`src/rtl/pwr_mode_ctl.sv`:
```
module pwr_mode_ctl #(
  parameter int OSC_PER_MC = 12,
  parameter int SLOW_DIV = 8,
  parameter logic [7:0] PCON_ADDR = 8'h87
) (
  input  logic       clk,
  input  logic       rst_n,
  input  logic       sfr_we,
  input  logic [7:0] sfr_addr,
  input  logic [7:0] sfr_wdata,
  output logic [7:0] sfr_rdata,
  input  logic       instr_retire,
  input  logic       irq_pending,
  input  logic       sw_save_en,
  output logic       cpu_clk_en,
  output logic       per_clk_en,
  output logic       wdt_clk_en,
  output logic       mc_stb,
  output logic       slow_active,
  output logic       idle_active,
  output logic       addr_latch_hold,
  output logic       prog_strobe_hold,
  output logic       port_freeze
);
  localparam int MCW = $clog2(OSC_PER_MC);
  localparam int DVW = $clog2(SLOW_DIV);
  localparam int IDLE_BIT = 0;
  localparam int SD_BIT = 4;
  localparam int IDLS_BIT = 5;

  logic           sd_q, arm_q, idle_q, slow_q;
  logic [1:0]     hi_q;
  logic [2:0]     lo_q;
  logic [DVW-1:0] dv_q;
  logic [MCW-1:0] mc_q;

  logic wr, retire, sw_set, base_en, idle_go, arm_d, idle_d;

  assign wr      = sfr_we && (sfr_addr == PCON_ADDR);
  assign retire  = instr_retire || wr;
  assign sw_set  = wr && sw_save_en;
  assign base_en = !slow_q || (dv_q == DVW'(SLOW_DIV - 1));
  assign mc_stb  = base_en && (mc_q == MCW'(OSC_PER_MC - 1));
  assign idle_go = sw_set && arm_q && sfr_wdata[IDLS_BIT];

  always_comb begin
    arm_d = arm_q;
    if (retire)
      arm_d = sw_set && sfr_wdata[IDLE_BIT] && !idle_go;
    if (idle_q && irq_pending)
      arm_d = 1'b0;
  end

  assign idle_d = idle_q ? !irq_pending : idle_go;

  always_ff @(posedge clk or negedge rst_n) begin
    if (!rst_n) begin
      dv_q <= '0;
      mc_q <= '0;
    end else begin
      if (!slow_q || dv_q == DVW'(SLOW_DIV - 1))
        dv_q <= '0;
      else
        dv_q <= dv_q + 1'b1;
      if (base_en)
        mc_q <= (mc_q == MCW'(OSC_PER_MC - 1)) ? '0 : mc_q + 1'b1;
    end
  end

  always_ff @(posedge clk or negedge rst_n) begin
    if (!rst_n) begin
      sd_q   <= 1'b0;
      slow_q <= 1'b0;
      arm_q  <= 1'b0;
      idle_q <= 1'b0;
      hi_q   <= '0;
      lo_q   <= '0;
    end else begin
      if (sw_set)
        sd_q <= sfr_wdata[SD_BIT];
      if (mc_stb)
        slow_q <= sd_q;
      if (wr) begin
        hi_q <= sfr_wdata[7:6];
        lo_q <= sfr_wdata[3:1];
      end
      arm_q  <= arm_d;
      idle_q <= idle_d;
    end
  end

  assign sfr_rdata        = {hi_q, idle_q, sd_q, lo_q, arm_q | idle_q};
  assign per_clk_en       = base_en;
  assign cpu_clk_en       = base_en && !idle_q;
  assign wdt_clk_en       = base_en && !idle_q;
  assign slow_active      = slow_q;
  assign idle_active      = idle_q;
  assign addr_latch_hold  = idle_q;
  assign prog_strobe_hold = idle_q;
  assign port_freeze      = idle_q;

  AST_SLOW_ON_BOUNDARY: assert property (@(posedge clk) disable iff (!rst_n)
    (slow_q != $past(slow_q)) |-> $past(mc_stb));
  AST_SLOW_GAP: assert property (@(posedge clk) disable iff (!rst_n)
    (slow_q && per_clk_en && mc_q != '0) |=> (!per_clk_en || !slow_q));
  AST_IDLE_NEEDS_ARM: assert property (@(posedge clk) disable iff (!rst_n)
    $rose(idle_q) |-> $past(arm_q));
  AST_IRQ_WAKES: assert property (@(posedge clk) disable iff (!rst_n)
    (idle_q && irq_pending) |=> (!idle_q && !arm_q));
  AST_SW_LOCK: assert property (@(posedge clk) disable iff (!rst_n)
    (wr && !sw_save_en) |=> (sd_q == $past(sd_q) && !$rose(idle_q)));
endmodule

```
`config.mk`:
```
export PLATFORM = sky130hd
export DESIGN_NAME = pwr_mode_ctl
export DESIGN_NICKNAME = d
export VERILOG_FILES = /design/src/rtl/pwr_mode_ctl.sv
export SDC_FILE = /design/constraint.sdc
export NUM_CORES = 1
export LEC_CHECK = 0
export ABC_AREA = 1
export CORE_MARGIN = 3
export CORE_UTILIZATION = 41
export CTS_BUF_LIST = sky130_fd_sc_hd__clkbuf_4
export CTS_CLUSTER_SIZE = 14
export DETAILED_ROUTE_END_ITERATION = 8
export PLACE_DENSITY = 0.89
export SKIP_LAST_GASP = 1
export SLEW_MARGIN = 40
export SYNTH_ARGS = -nofsm -noshare
export SYNTH_HDL_FRONTEND = slang
export SYNTH_SLANG_ARGS = --single-unit
```
`constraint.sdc`:
```
create_clock -name clk -period 2.05 [get_ports clk]
set_clock_uncertainty 0.2 [all_clocks]
set_input_delay 0.615 -clock clk [delete_from_list [all_inputs] [get_ports clk]]
set_output_delay 0.615 -clock clk [all_outputs]
set_load 0.05 [all_outputs]
```
After elaboration in Yosys (flattened, before gate mapping)
Cells that the tools add are included.
{ "classes": {"n_addsub": 2, "n_eq_ne": 3, "mux": 5, "n_bitwise": 1, "n_reduce_logical": 16} }
{ "ops": {"columns": ["operator", "count"], "rows": [
  ["$logic_and 1x1->1", 9],
  ["$eq 8x8->1 const B", 1],
  ["$add 4x1->4 const B", 1],
  ["$eq 4x4->1 const B", 1],
  ["$logic_not 1->1", 4],
  ["$mux 4", 1],
  ["$add 3x1->3 const B", 1],
  ["$eq 3x3->1 const B", 1],
  ["$mux 1", 3],
  ["$mux 3", 1],
  ["$logic_or 1x1->1", 2],
  ["$reduce_bool 2->1", 1],
  ["$or 1x1->1", 1]
]} }
{ "word_totals": {"regBits": 16, "input_bits": 22, "output_inout_bits": 17, "elab_cells": 35} }

Longest topological paths before layout
Gate-level depths: netlist of run 1.
{ "logic_depth": {"depth_word": 9, "ltp_mapped": 9, "ltp_nobuf": 9} }

Least setup slack after synthesis of run 1
Ideal clock, no wire load.
{ "synth_timing": {"path_kind": "register to output", "start": "register slow_q, in the netlist slow_active", "end": "output wdt_clk_en", "arrival_ps": 2075, "required_time_ps": 1235, "path_slack_ps": -840, "stages_incl_launch_ff": 5, "n_path_buf": 1, "cell_sequence": "dfrtp_1 nand2_2 inv_2 nor2_1 buf_4"} }
{ "synth_between": {"elab_chain_len": 3} }
{ "synth_rtl": {"columns": ["item", "line_no", "rtl"], "rows": [
  ["start: declaration", "31", "logic sd_q, arm_q, idle_q, slow_q;"],
  ["start signal: assignment", "82", "slow_q <= sd_q;"],
  ["$logic_not 1->1", "42", "assign base_en = !slow_q || (dv_q == DVW'(SLOW_DIV - 1));"],
  ["$logic_or 1x1->1", "42", null],
  ["via per_clk_en", "16", "output logic per_clk_en,"],
  ["$logic_and 1x1->1", null, null],
  ["end: declaration", "17", "output logic wdt_clk_en,"]
]} }
The timed path passes the listed nets, and every way through them passes these cells.

Worst setup path in the final report of run 1
{ "layout_timing": {"start": "register dv_q[0]", "end": "output wdt_clk_en"} }
{ "layout_between": {"elab_chain_len": 3} }
{ "layout_rtl": {"columns": ["item", "line_no", "rtl"], "rows": [
  ["start: declaration", "34", "logic [DVW-1:0] dv_q;"],
  ["start signal: assignment", "64", "dv_q <= dv_q + 1'b1;"],
  ["$eq 3x3->1", "42", null],
  ["$logic_or 1x1->1", "42", null],
  ["$logic_and 1x1->1", "95", "assign wdt_clk_en = base_en && !idle_q;"]
]} }
Every way passes these cells.

==> summary.txt, run 1 <==
CTS
  • Root Driver: clkbuf_4
  • CTS buffer count: 3
  • Clk_lat worst skew: 0.28 ns
  • Hold Buf Count CTS: 0
  • CTS sink cnt: 16
  • Htree depth: 1
  • CTS tree: yes
  • Clk pin slew, worst setup/hold paths: 0.09 ns
  • CTS Buffer Depth: 2

Place
  • Final HPWL DP: 1890 um
  • Routability cong.: 0.7848
  • Port bufs: 38
  • Placed cell area: 1424 um^2
  • Cell Count Post-Placement: 159

Floorplanning
  • Die width: 50.37 um
  • Rows: 15
  • Chip Height: 50.37 um
  • Die area: 2537 um^2
  • Ports: 39
  • Initial core utilization: 0.4526
  • Core area: 1783 um^2

Global routing
  • Pin count of the biggest net entering global routing: 17
  • Initial antenna violation count: 0
  • Grt ovf: 0
  • First-pass GRT wire length: 3870 um
  • Global Route Usage Sum: 0.2089
  • Vias in the first global route: 841

Timing
  • Max_slew headroom: 0.8209
  • Final hold violation count: 0
  • Max Transition Viols Final: 0
  • Worst setup margin: -0.2293 ns
  • Worst Tran Pin Value: 0.2679 ns
  • TNS Setup: -0.8828 ns
  • Tcrit/Tclk final: 1.112
  • Final setup fails: 4
  • Unrepaired setup endpoints after global routing: yes
  • Max Freq: 0.4387 GHz
  • Fin crit period: 2.279 ns

Pwr
  • PwrDens: 779.5 nW/um^2
  • Leak: 0.7160 nW
  • Overall power: 1.179 mW
  • VDD IR max: 0.0006320 V

Final layout
  • Area delta synth->final: 87.44%
  • Diodes inserted: 0
  • Layout cells sized above 1: 0.2986
  • Util after Layout: 0.8484
  • Post-route cell area: 1513 um^2
  • Cell Count, Final, Fillers Out: 169
  • Nets@finish: 170

Worst setup path
  • CP Data Arrival Time: 1.46 ns
  • Critical Path Start Type: register
  • R2R setup slack: 0.28 ns
  • CP endpoint: wdt_clk_en
  • Kind of critical path: reg2out
  • Crit-path max FO: 4
  • Critical Path Source: dv_q[0]
  • Worst EP required: 1.23 ns
  • Worst Setup End Kind: output pin
  • R2R depth: 10
  • R2r endpoint: mc_q[3]
  • Reg2reg start: dv_q[0]

Synthesis
  • Synthesized instance count: 99
  • Library cells used by synthesis: 15
  • Flops & latches, synth: 16
  • Post-synthesis net count: 124
  • Post-Syn Area per Cell: 8.152 um^2
  • Syn. warnings: 0
  • Largest family of logic cells by synthesized area: simple AND/OR/NAND/NOR gates
  • Complex-gate fraction of the synthesized area: 0.04341
  • Post-Synth Simple-Gate Area: 0.2837
  • Mux contribution to synthesized area: 0
  • Synth Area in Adders: 0.04651
  • Post-synthesis sequential area ratio: 0.4961
  • Post-Synth XOR/XNOR Area: 0
  • Synthesized cell area: 807.0 um^2

Run
  • Max cap viols: 0

Detailed routing
  • Post-DR wirelength/cell: 15.94 um
  • Router iterations before antenna repair: 4
  • Total wire length: 2694 um
  • DRC Markers: 0
  • Detailed Route Iter0 Violations: 9
  • Vias per inst: 4.751
  • Via Count: 803
  • Routed Antenna Nets: 0

Worst hold path
  • Hold_sp: dv_q[0]
  • Class of the tightest hold or removal check: reg2reg

Status
  • Failing checks: setup timing
  • Status: finished, violations left
-- placed cells by master, fill, tap and decap left out --
cell / netlist / layout
nor2_1: 7 / 6
a21oi_1: 5 / 5
nor2_2: 4 / 3
clkbuf_4: 0 / 3
nand2_1: 30 / 30
inv_8: 0 / 1
nor2_4: 1 / 3
dfrtp_2: 0 / 1
clkdlybuf4s50_1: 0 / 21
ha_4: 0 / 2
nand2_8: 0 / 1
nand3_2: 1 / 1
ha_1: 3 / 1
inv_1: 14 / 13
buf_12: 0 / 18
o21ai_0: 2 / 2
clkinv_1: 0 / 1
inv_4: 0 / 1
inv_2: 2 / 1
dfrtp_1: 16 / 15
nand4_1: 2 / 2
nand3_1: 5 / 5
buf_4: 6 / 8
-- synthesized netlist by cell type --
master,number,area share
a21oi_1,5,0.031
buf_4,6,0.056
dfrtp_1,16,0.50
ha_1,3,0.047
inv_1,14,0.065
inv_2,2,0.0093
nand2_1,30,0.14
nand2_2,1,0.0078
nand3_1,5,0.031
nand3_2,1,0.012
nand4_1,2,0.016
nor2_1,7,0.033
nor2_2,4,0.031
nor2_4,1,0.014
o21ai_0,2,0.012
-- per-layer routing --
layer / global-route usage / wire [um]
met1: 0.2106 / 954
met2: 0.4043 / 1508
met3: 0.05045 / 162
met4: 0.08072 / 69
met5: 0 / 0
-- critical path, cell delays in order, from the launching register on --
cell and delay (ns):
dfrtp_1 0.39, ha_4 0.16, ha_4 0.14, inv_4 0.04, nand2_8 0.08, inv_8 0.04, nor2_4 0.16, buf_12 0.16
-- report_power, final --
part           switching [mW]  internal (mW)  total, mW
Combinational           0.322          0.269      0.591
Sequential             0.0511          0.369      0.420
Clock                  0.0974         0.0706      0.168
Total                   0.470          0.709       1.18
-- registers in the layout (all words and copies together), names as in the netlist --
register,count
lo_q,3
slow_active,1
addr_latch_hold,1
arm_q,1
mc_q,4
sd_q,1
dv_q,3
hi_q,2
-- area by class of cell --
type,count,area (um^2)
Multi-Input combinational cell,61,352.8
Clock inverter,1,3.754
Timing Repair Buffer,47,630.6
Fill cell,85,270.3
Tap cell,25,31.28
Clock buffer,3,22.52
Inverter,16,70.07
Sequential cell,16,401.6
-- what timing repair did --
| action | 4_1_cts | 5_1_grt |
|---|---|---|
| setup endpoints to repair | 4 | 4 |
| endpoints found under the hold margin | 0 | 0 |
| resized for setup | 2 | 1 |
| pin swaps | 2 | 4 |
| setup buffers | 3 | 3 |
-- per-stage QoR --
stage	hold slack [ns]	setup slack, ns
finish	0.2843	-0.2293
detailed placement	0.2283	-0.008485
global placement	0.2189	0.07283
CTS	0.2437	-0.2239
floorplan	0.1194	-0.1462
global route	0.3159	-0.3075
-- cells by family after synthesis --
kind of cell / Yosys count
flops: 16
buf+inv: 22
compound gates: 7
fa+ha+maj: 3
simple gates: 51
-- worst min-delay path by stage --
stage          depth (start not counted)              end  slack [ns]
6_report                               1          dv_q[0]        0.28
5_1_grt                                1          dv_q[0]        0.32
3_3_place_gp                           1          dv_q[0]        0.22
3_5_place_dp                           1          dv_q[0]        0.23
4_1_cts                                1          dv_q[0]        0.24
2_1_floorplan                          0  addr_latch_hold        0.12
(Power assumes the default switching activity.)
==> inputs of run 2 (changes only) <==
CORE_UTILIZATION = 25   (was 41)
PLACE_DENSITY = 0.62   (was 0.89)
TNS_END_PERCENT = 5   (was default)
==> run 2 against run 1 <==
  * The run still ends with setup timing left
  * Die area rose by 56%
  * Final area is 2.6% lower
  * Non-clock buffer count is 6 lower
  * Sequential power fell by 1%
  * Hold slack improved by 0.0024 ns
  * Register-to-register slack gained 0.22 ns
  * Combinational power down 13%
  * Largest power group unchanged
==> summary.txt, run 2 (same netlist as run 1, synthesis figures left out) <==
Status
  • Status: finished, violations left
  • Failing checks: setup timing

Final layout
  • Area delta synth->final: 82.64%
  • Layout cells sized above 1: 0.2681 (-0.03050)
  • Biggest regs: mc_q x4, dv_q x3, lo_q x3
  • Cell Count, Final, Fillers Out: 180 (+6.5%)
  • Diodes inserted: 0 (unchanged)
  • FILL cells: 272 (+220%)
  • Most frequent cells in the layout: 30 x nand2_1, 21 x clkdlybuf4s50_1, 17 x buf_12
  • Largest register FFs: 4 (unchanged)
  • Util after Layout: 0.5041 (-0.3444)
  • Commonest non-fill, non-tap cell in the layout: nand2_1
  • Post-route cell area: 1474 um^2 (-2.6%)
  • Biggest register: mc_q
  • Nets@finish: 164 (-3.5%)

Timing
  • Worst Tran Pin Value: 0.2552 ns (-0.01266 ns)
  • Tcrit/Tclk final: 1.105 (-0.006644)
  • Worst setup margin: -0.2157 ns (+0.01362 ns)
  • Max Freq: 0.4414 GHz (+0.60%)
  • Final setup fails: 4 (unchanged)
  • Unrepaired setup endpoints after global routing: yes
  • Hold_ws: 0.2867 ns (+0.002399 ns)
  • Final hold violation count: 0 (unchanged)
  • Max_slew headroom: 0.8294 (+0.008467)
  • Fin crit period: 2.266 ns (-0.01362 ns)
  • Max Transition Viols Final: 0 (unchanged)

Worst setup path
  • CP Data Arrival Time: 1.45 ns (about the same)
  • Crit-path max FO: 5 (+1)
  • Reg2reg start: dv_q[0]
  • Critical Path Start Type: register
  • R2R setup slack: 0.50 ns (+0.22 ns)
  • Critical Path Source: dv_q[0]
  • Kind of critical path: reg2out
  • Worst EP required: 1.23 ns (about the same)
  • Worst Setup End Kind: output pin

Floorplanning
  • Die area: 3946 um^2 (+56%)
  • Chip Height: 62.82 um (+25%)
  • Die width: 62.82 um (+25%)
  • Rows: 19 (+4)
  • Initial core utilization: 0.2760 (-0.1766)
  • Ports: 39 (unchanged)
  • Core area: 2924 um^2 (+64%)

CTS
  • Root Driver: clkbuf_4
  • CTS Buffer Depth: 2 (unchanged)
  • CTS buffer count: 3 (unchanged)
  • Clk_lat worst skew: 0.28 ns (about the same)
  • CTS tree: yes
  • Clk pin slew, worst setup/hold paths: 0.09 ns (about the same)
  • CTS sink cnt: 16 (unchanged)
  • Htree depth: 1 (unchanged)

Place
  • Cell Count Post-Placement: 176 (+11%)
  • Port bufs: 38 (unchanged)
  • Final HPWL DP: 1659 um (-12%)
  • Placed cell area: 1433 um^2 (+0.61%)
  • Routability cong.: 0.7965 (+1.5%)

Global routing
  • Vias in the first global route: 745 (-11%)
  • Initial antenna violation count: 0 (unchanged)
  • Pin count of the biggest net entering global routing: 17 (unchanged)
  • First-pass GRT wire length: 3263 um (-16%)
  • Global Route Usage Sum: 0.1072 (-0.1017)
  • Grt ovf: 0 (unchanged)

Pwr
  • Sequential fraction of design power: 0.379 (+0.023)
  • Leak: 0.6835 nW (-4.5%)
  • Overall power: 1.097 mW (-7.0%)
  • Comb pwr share: 0.469 (-0.032)
  • Internal power: 681.3 uW (-3.9%)
  • Sw power: 415.7 uW (-12%)
  • Switch share: 0.3789 (-0.01994)
  • PwrDens: 744.3 nW/um^2 (-4.5%)
  • Clock power share: 0.152 (+0.010)
  • VDD IR max: 0.0004097 V (-35%)

Detailed routing
  • Router iterations before antenna repair: 4 (unchanged)
  • DRC Markers: 0 (unchanged)
  • Post-DR wirelength/cell: 10.73 um (-33%)
  • Vias per inst: 4.083 (-14%)
  • Detailed Route Iter0 Violations: 4 (-5)
  • Total wire length: 1931 um (-28%)
  • Via Count: 735 (-8.5%)
  • Routed Antenna Nets: 0 (unchanged)

Worst hold path
  • Hold_sp: dv_q[0]
  • Class of the tightest hold or removal check: reg2reg

Run
  • Max cap viols: 0 (unchanged)
-- run 2: cell types whose count changed in the layout (fill, tap and decap cells not counted), sizes merged --
cell,delta
buf,-6
-- run 2: worst paths after layout --
path,to,cells after the start
worst max-delay path,wdt_clk_en,7
worst min-delay path,dv_q[0],1
worst max register to register,mc_q[3],9
worst min register to register,dv_q[0],1
max in group asynchronous,slow_active,2
min in group asynchronous,lo_q[2],2
-- run 2: cell type report --
class                      count  area (um^2)  area share
tap                           42        52.55     0.03565
clock inverter                 1        3.754    0.002547
sequential                    16        401.6      0.2725
multi-input combinational     61        352.8      0.2394
inverter                      16        67.56     0.04584
timing repair buffer          41        573.1      0.3888
clock buffer                   3        22.52     0.01528
-- run 2: power by group through the flow --
stage	combinational, mW	clock (mW)	sequential [mW]
2_1_floorplan	0.254	0	0.440
3_3_place_gp	0.497	0	0.417
3_5_place_dp	0.512	0	0.422
4_1_cts	0.519	0.177	0.415
5_1_grt	0.545	0.193	0.424
6_report	0.514	0.167	0.416
-- run 2: timing repair --
item                                   4_1_cts  5_1_grt
gates resized for setup                      1        1
hold buffers                                 0        0
setup endpoints to repair                    4        4
buffers inserted                             0        0
endpoints found under the hold margin        0        0
pin swaps                                    1        1
-- run 2: stage by stage --
step                      setup slack [ns]  setup TNS, ns
after floorplan                    -0.1462        -0.2479
after global placement             0.03580              0
after detailed placement        -0.0008904     -0.0008904
after CTS                          -0.2398        -0.8304
after global routing               -0.2791        -0.9631
final                              -0.2157        -0.7309
-- run 2: worst max-delay path, stage by stage (launching register included) --
cell and delay (ns):
dfrtp_1 0.42, ha_4 0.18, ha_4 0.15, inv_4 0.06
nand2_8 0.07, inv_6 0.09, nor2_4 0.05, buf_12 0.15
-- run 2: routing by layer --
| layer | global-route usage | wire [um] | share of wire |
|---|---|---|---|
| met1 | 0.1236 | 793 | 0.41 |
| met2 | 0.1824 | 1026 | 0.53 |
| met3 | 0.01439 | 77 | 0.040 |
| met4 | 0.07438 | 34 | 0.018 |
| met5 | 0 | 0 | 0 |
==> inputs of run 3 (changes only) <==
--- a/config.mk
+++ b/config.mk
@@ -7,3 +7,2 @@
 export LEC_CHECK = 0
-export ABC_AREA = 1
 export CORE_MARGIN = 3
@@ -11,2 +10,3 @@
 export CTS_BUF_LIST = sky130_fd_sc_hd__clkbuf_4
+export CTS_CLUSTER_DIAMETER = 60
 export CTS_CLUSTER_SIZE = 14
==> constraint.sdc (replaced) <==
create_clock -name clk -period 2.05 [get_ports clk]
set_clock_uncertainty 0.2 [all_clocks]
set_input_delay 0.41 -clock clk [delete_from_list [all_inputs] [get_ports clk]]
set_output_delay 0.41 -clock clk [all_outputs]
set_load 0.05 [all_outputs]
==> run 3 against run 2 <==
  * The run still ends with setup timing left
  * Combinational power is 39% lower
  * Sequential share of layout area rose by 3.2 points
  * Utilization shrank 4.6 points
  * Routed wire length shrank 14%
  * Power down 18%
  * Largest cell class unchanged
==> summary.txt, run 3 <==
Worst setup path
  • CP Depth: 6 (-1)
  • CP Data Arrival Time: 2.13 ns (+0.68 ns)
  • Reg2reg start: dv_q[0]
  • Worst path bufs/invs: 2 (-1)
  • Max stage delay cell, worst path: or4b_4
  • R2r endpoint: mc_q[2]
  • Critical Path Source: sfr_addr[5]
  • Max stage delay on crit path: 0.55 ns (+0.13 ns)
  • R2R depth: 7 (-2)
  • CP endpoint: sd_q
  • Crit-path max FO: 7 (+2)
  • R2R setup slack: 0.25 ns (-0.25 ns)
  • CP cell instances: clkdlybuf4s50_1 > or4b_4 > nor4_4 > buf_4 > nand2_2 > mux2_1
  • Delay-heaviest family, CP: simple AND/OR/NAND/NOR gates
  • Worst Setup End Kind: register
  • Kind of critical path: in2reg
  • Critical Path Start Type: input port
  • Worst EP required: 2.01 ns (+0.78 ns)

Timing
  • Worst Tran Pin Value: 0.2069 ns (-0.04825 ns)
  • Max_slew headroom: 0.8620 (+0.03268)
  • Final setup fails: 11 (+7)
  • Fin crit period: 2.167 ns (-0.09851 ns)
  • Tcrit/Tclk final: 1.057 (-0.04805)
  • Max Transition Viols Final: 0 (unchanged)
  • Worst setup margin: -0.1171 ns (+0.09851 ns)
  • Final hold violation count: 0 (unchanged)
  • Unrepaired setup endpoints after global routing: yes
  • Max Freq: 0.4614 GHz (+4.5%)

Place
  • Port bufs: 38 (unchanged)
  • Placed cell area: 1265 um^2 (-12%)
  • Cell Count Post-Placement: 148 (-16%)
  • Routability cong.: 0.6705 (-16%)
  • Pre-CTS setup slack: -0.4213 ns (-0.4204 ns)

Global routing
  • First-pass GRT wire length: 2601 um (-20%)
  • Initial antenna violation count: 0 (unchanged)
  • Grt ovf: 0 (unchanged)
  • Pin count of the biggest net entering global routing: 17 (unchanged)
  • Vias in the first global route: 616 (-17%)
  • Global Route Usage Sum: 0.09386 (-0.01334)

Synthesis
  • Flops & latches, synth: 16 (unchanged)
  • Post-Syn Area per Cell: 11.39 um^2 (+40%)
  • Syn. warnings: 0 (unchanged)
  • Library cells used by synthesis: 25 (+10)
  • Synthesized cell area: 785.8 um^2 (-2.6%)
  • EDFF count, synth: 0 (unchanged)
  • Area share of the largest cell type after synthesis: 0.5096 (+0.01343)
  • Post-synth ARST share: 1.000 (unchanged)
  • Most frequent cell after synthesis: dfrtp_1
  • Post-synthesis net count: 94 (-24%)
  • Post-synthesis sequential area ratio: 0.5096 (+0.01343)
  • Largest area contributor in the netlist: dfrtp_1
  • Synthesized instance count: 69 (-30%)
  • Synth area leaders: dfrtp_1 51%, mux2_2 7.2%, buf_4 5.7%, ha_1 4.8%, nand2_1 4.8%
  • Main synth FF type: dfrtp_1
  • Most frequent cells after synthesis: 16 x dfrtp_1, 10 x nand2_1, 6 x buf_4, 5 x mux2_2

Final layout
  • Cell Count, Final, Fillers Out: 153 (-15%)
  • Diodes inserted: 0 (unchanged)
  • Area delta synth->final: 67.67%
  • FILL cells: 274 (+0.74%)
  • Layout cells sized above 1: 0.3964 (+0.1283)
  • Commonest non-fill, non-tap cell in the layout: clkdlybuf4s50_1
  • Largest register FFs: 4 (unchanged)
  • Post-route cell area: 1318 um^2 (-11%)
  • Biggest register: mc_q
  • Nets@finish: 137 (-16%)
  • Biggest regs: mc_q x4, dv_q x3, lo_q x3
  • Most frequent cells in the layout: 21 x clkdlybuf4s50_1, 17 x buf_4, 15 x dfrtp_1

Pwr
  • Sequential fraction of design power: 0.451 (+0.072)
  • Internal power: 612.9 uW (-10%)
  • Comb pwr share: 0.350 (-0.119)
  • PwrDens: 680.0 nW/um^2 (-8.6%)
  • Leak: 0.6208 nW (-9.2%)
  • Clock power share: 0.199 (+0.047)
  • Switch share: 0.3159 (-0.06308)
  • VDD IR max: 0.0003395 V (-17%)
  • Sw power: 283.0 uW (-32%)

CTS
  • CTS Buffer Depth: 2 (unchanged)
  • Htree depth: 1 (unchanged)
  • CTS sink cnt: 16 (unchanged)
  • Hold Buf Count CTS: 0 (unchanged)
  • CTS tree: yes
  • Clk_lat worst skew: 0.28 ns (about the same)
  • Clk pin slew, worst setup/hold paths: 0.09 ns (about the same)
  • CTS buffer count: 3 (unchanged)
  • Root Driver: clkbuf_4

Detailed routing
  • Post-DR wirelength/cell: 10.91 um (+1.7%)
  • DRC Markers: 0 (unchanged)
  • Detailed Route Iter0 Violations: 11 (+7)
  • Vias per inst: 4.124 (+1.0%)
  • Routed Antenna Nets: 0 (unchanged)
  • Total wire length: 1669 um (-14%)
  • Via Count: 631 (-14%)
  • Router iterations before antenna repair: 4 (unchanged)

Floorplanning
  • Chip Height: 62.06 um (-1.2%)
  • Die width: 62.06 um (-1.2%)
  • Rows: 19 (unchanged)
  • Core area: 2877 um^2 (-1.6%)
  • Ports: 39 (unchanged)
  • Die area: 3851 um^2 (-2.4%)
  • Initial core utilization: 0.2732 (-0.002833)

Status
  • Status: finished, violations left
  • Failing checks: setup timing

Worst hold path
  • Class of the tightest hold or removal check: in2async

Run
  • Max cap viols: 0 (unchanged)
[run 3: worst min-delay path by stage]
stage / from / to / slack (ns) / depth (start not counted)
after floorplan: rst_n / addr_latch_hold / -0.09 / 0
after global placement: dv_q[0] / dv_q[0] / 0.22 / 1
after detailed placement: dv_q[0] / dv_q[0] / 0.23 / 1
after CTS: rst_n / hi_q[1] / 0.24 / 2
after global routing: rst_n / arm_q / 0.27 / 2
final: rst_n / hi_q[1] / 0.24 / 2
[run 3: metal layers]
| layer | track usage | wire length, um | up-vias | part of all wire |
|---|---|---|---|---|
| met2 | 0.1524 | 907 | 17 | 0.54 |
| li1 | - | - | 319 | - |
| met1 | 0.1135 | 664 | 293 | 0.40 |
| met5 | 0 | 0 | - | 0 |
| met4 | 0.03636 | 27 | 0 | 0.016 |
| met3 | 0.03306 | 69 | 2 | 0.041 |
[run 3: cells by family after synthesis]
kind of cell	count (synthesis)	share of synthesized area
flip-flops	16	0.5095
adder cells (fa/ha/maj)	3	0.04778
multiplexers	8	0.1131
buffers and inverters	8	0.06687
AND/OR/NAND/NOR	27	0.2023
AO/OA/AOI/OAI	7	0.06050
[run 3: through the flow]
stage	util	hold WS, ns	power, mW	setup TNS [ns]
floorplan	-	-0.08559	0.6134	-0.2708
global placement	0.4398	0.2191	0.7090	-2.676
detailed placement	0.4398	0.2324	0.7216	-3.045
CTS	0.4580	0.2441	0.9135	-1.094
global route	0.4580	0.2720	0.9718	-1.537
finish	0.4580	0.2446	0.8959	-0.9906
[run 3: layout make-up]
class / count / area (um^2) / share of cell area
Multi-Input combinational cell: 45 / 365.4 / 0.2773
Clock buffer: 4 / 30.03 / 0.02279
Timing Repair Buffer: 45 / 460.4 / 0.3495
Sequential cell: 16 / 401.6 / 0.3048
Tap cell: 42 / 52.55 / 0.03989
Inverter: 1 / 7.507 / 0.005698
[run 3: power by group through the flow]
stage / sequential [mW] / clock [mW] / combinational (mW)
global placement: 0.408 / 0 / 0.301
detailed placement: 0.410 / 0 / 0.311
finish: 0.404 / 0.179 / 0.313
floorplan: 0.425 / 0 / 0.188
CTS: 0.404 / 0.190 / 0.319
global route: 0.415 / 0.205 / 0.352
[run 3: repair_timing]
| action | CTS | global route |
|---|---|---|
| setup endpoints to repair | 11 | 11 |
| setup buffers | 1 | 0 |
| resized for setup | 4 | 0 |
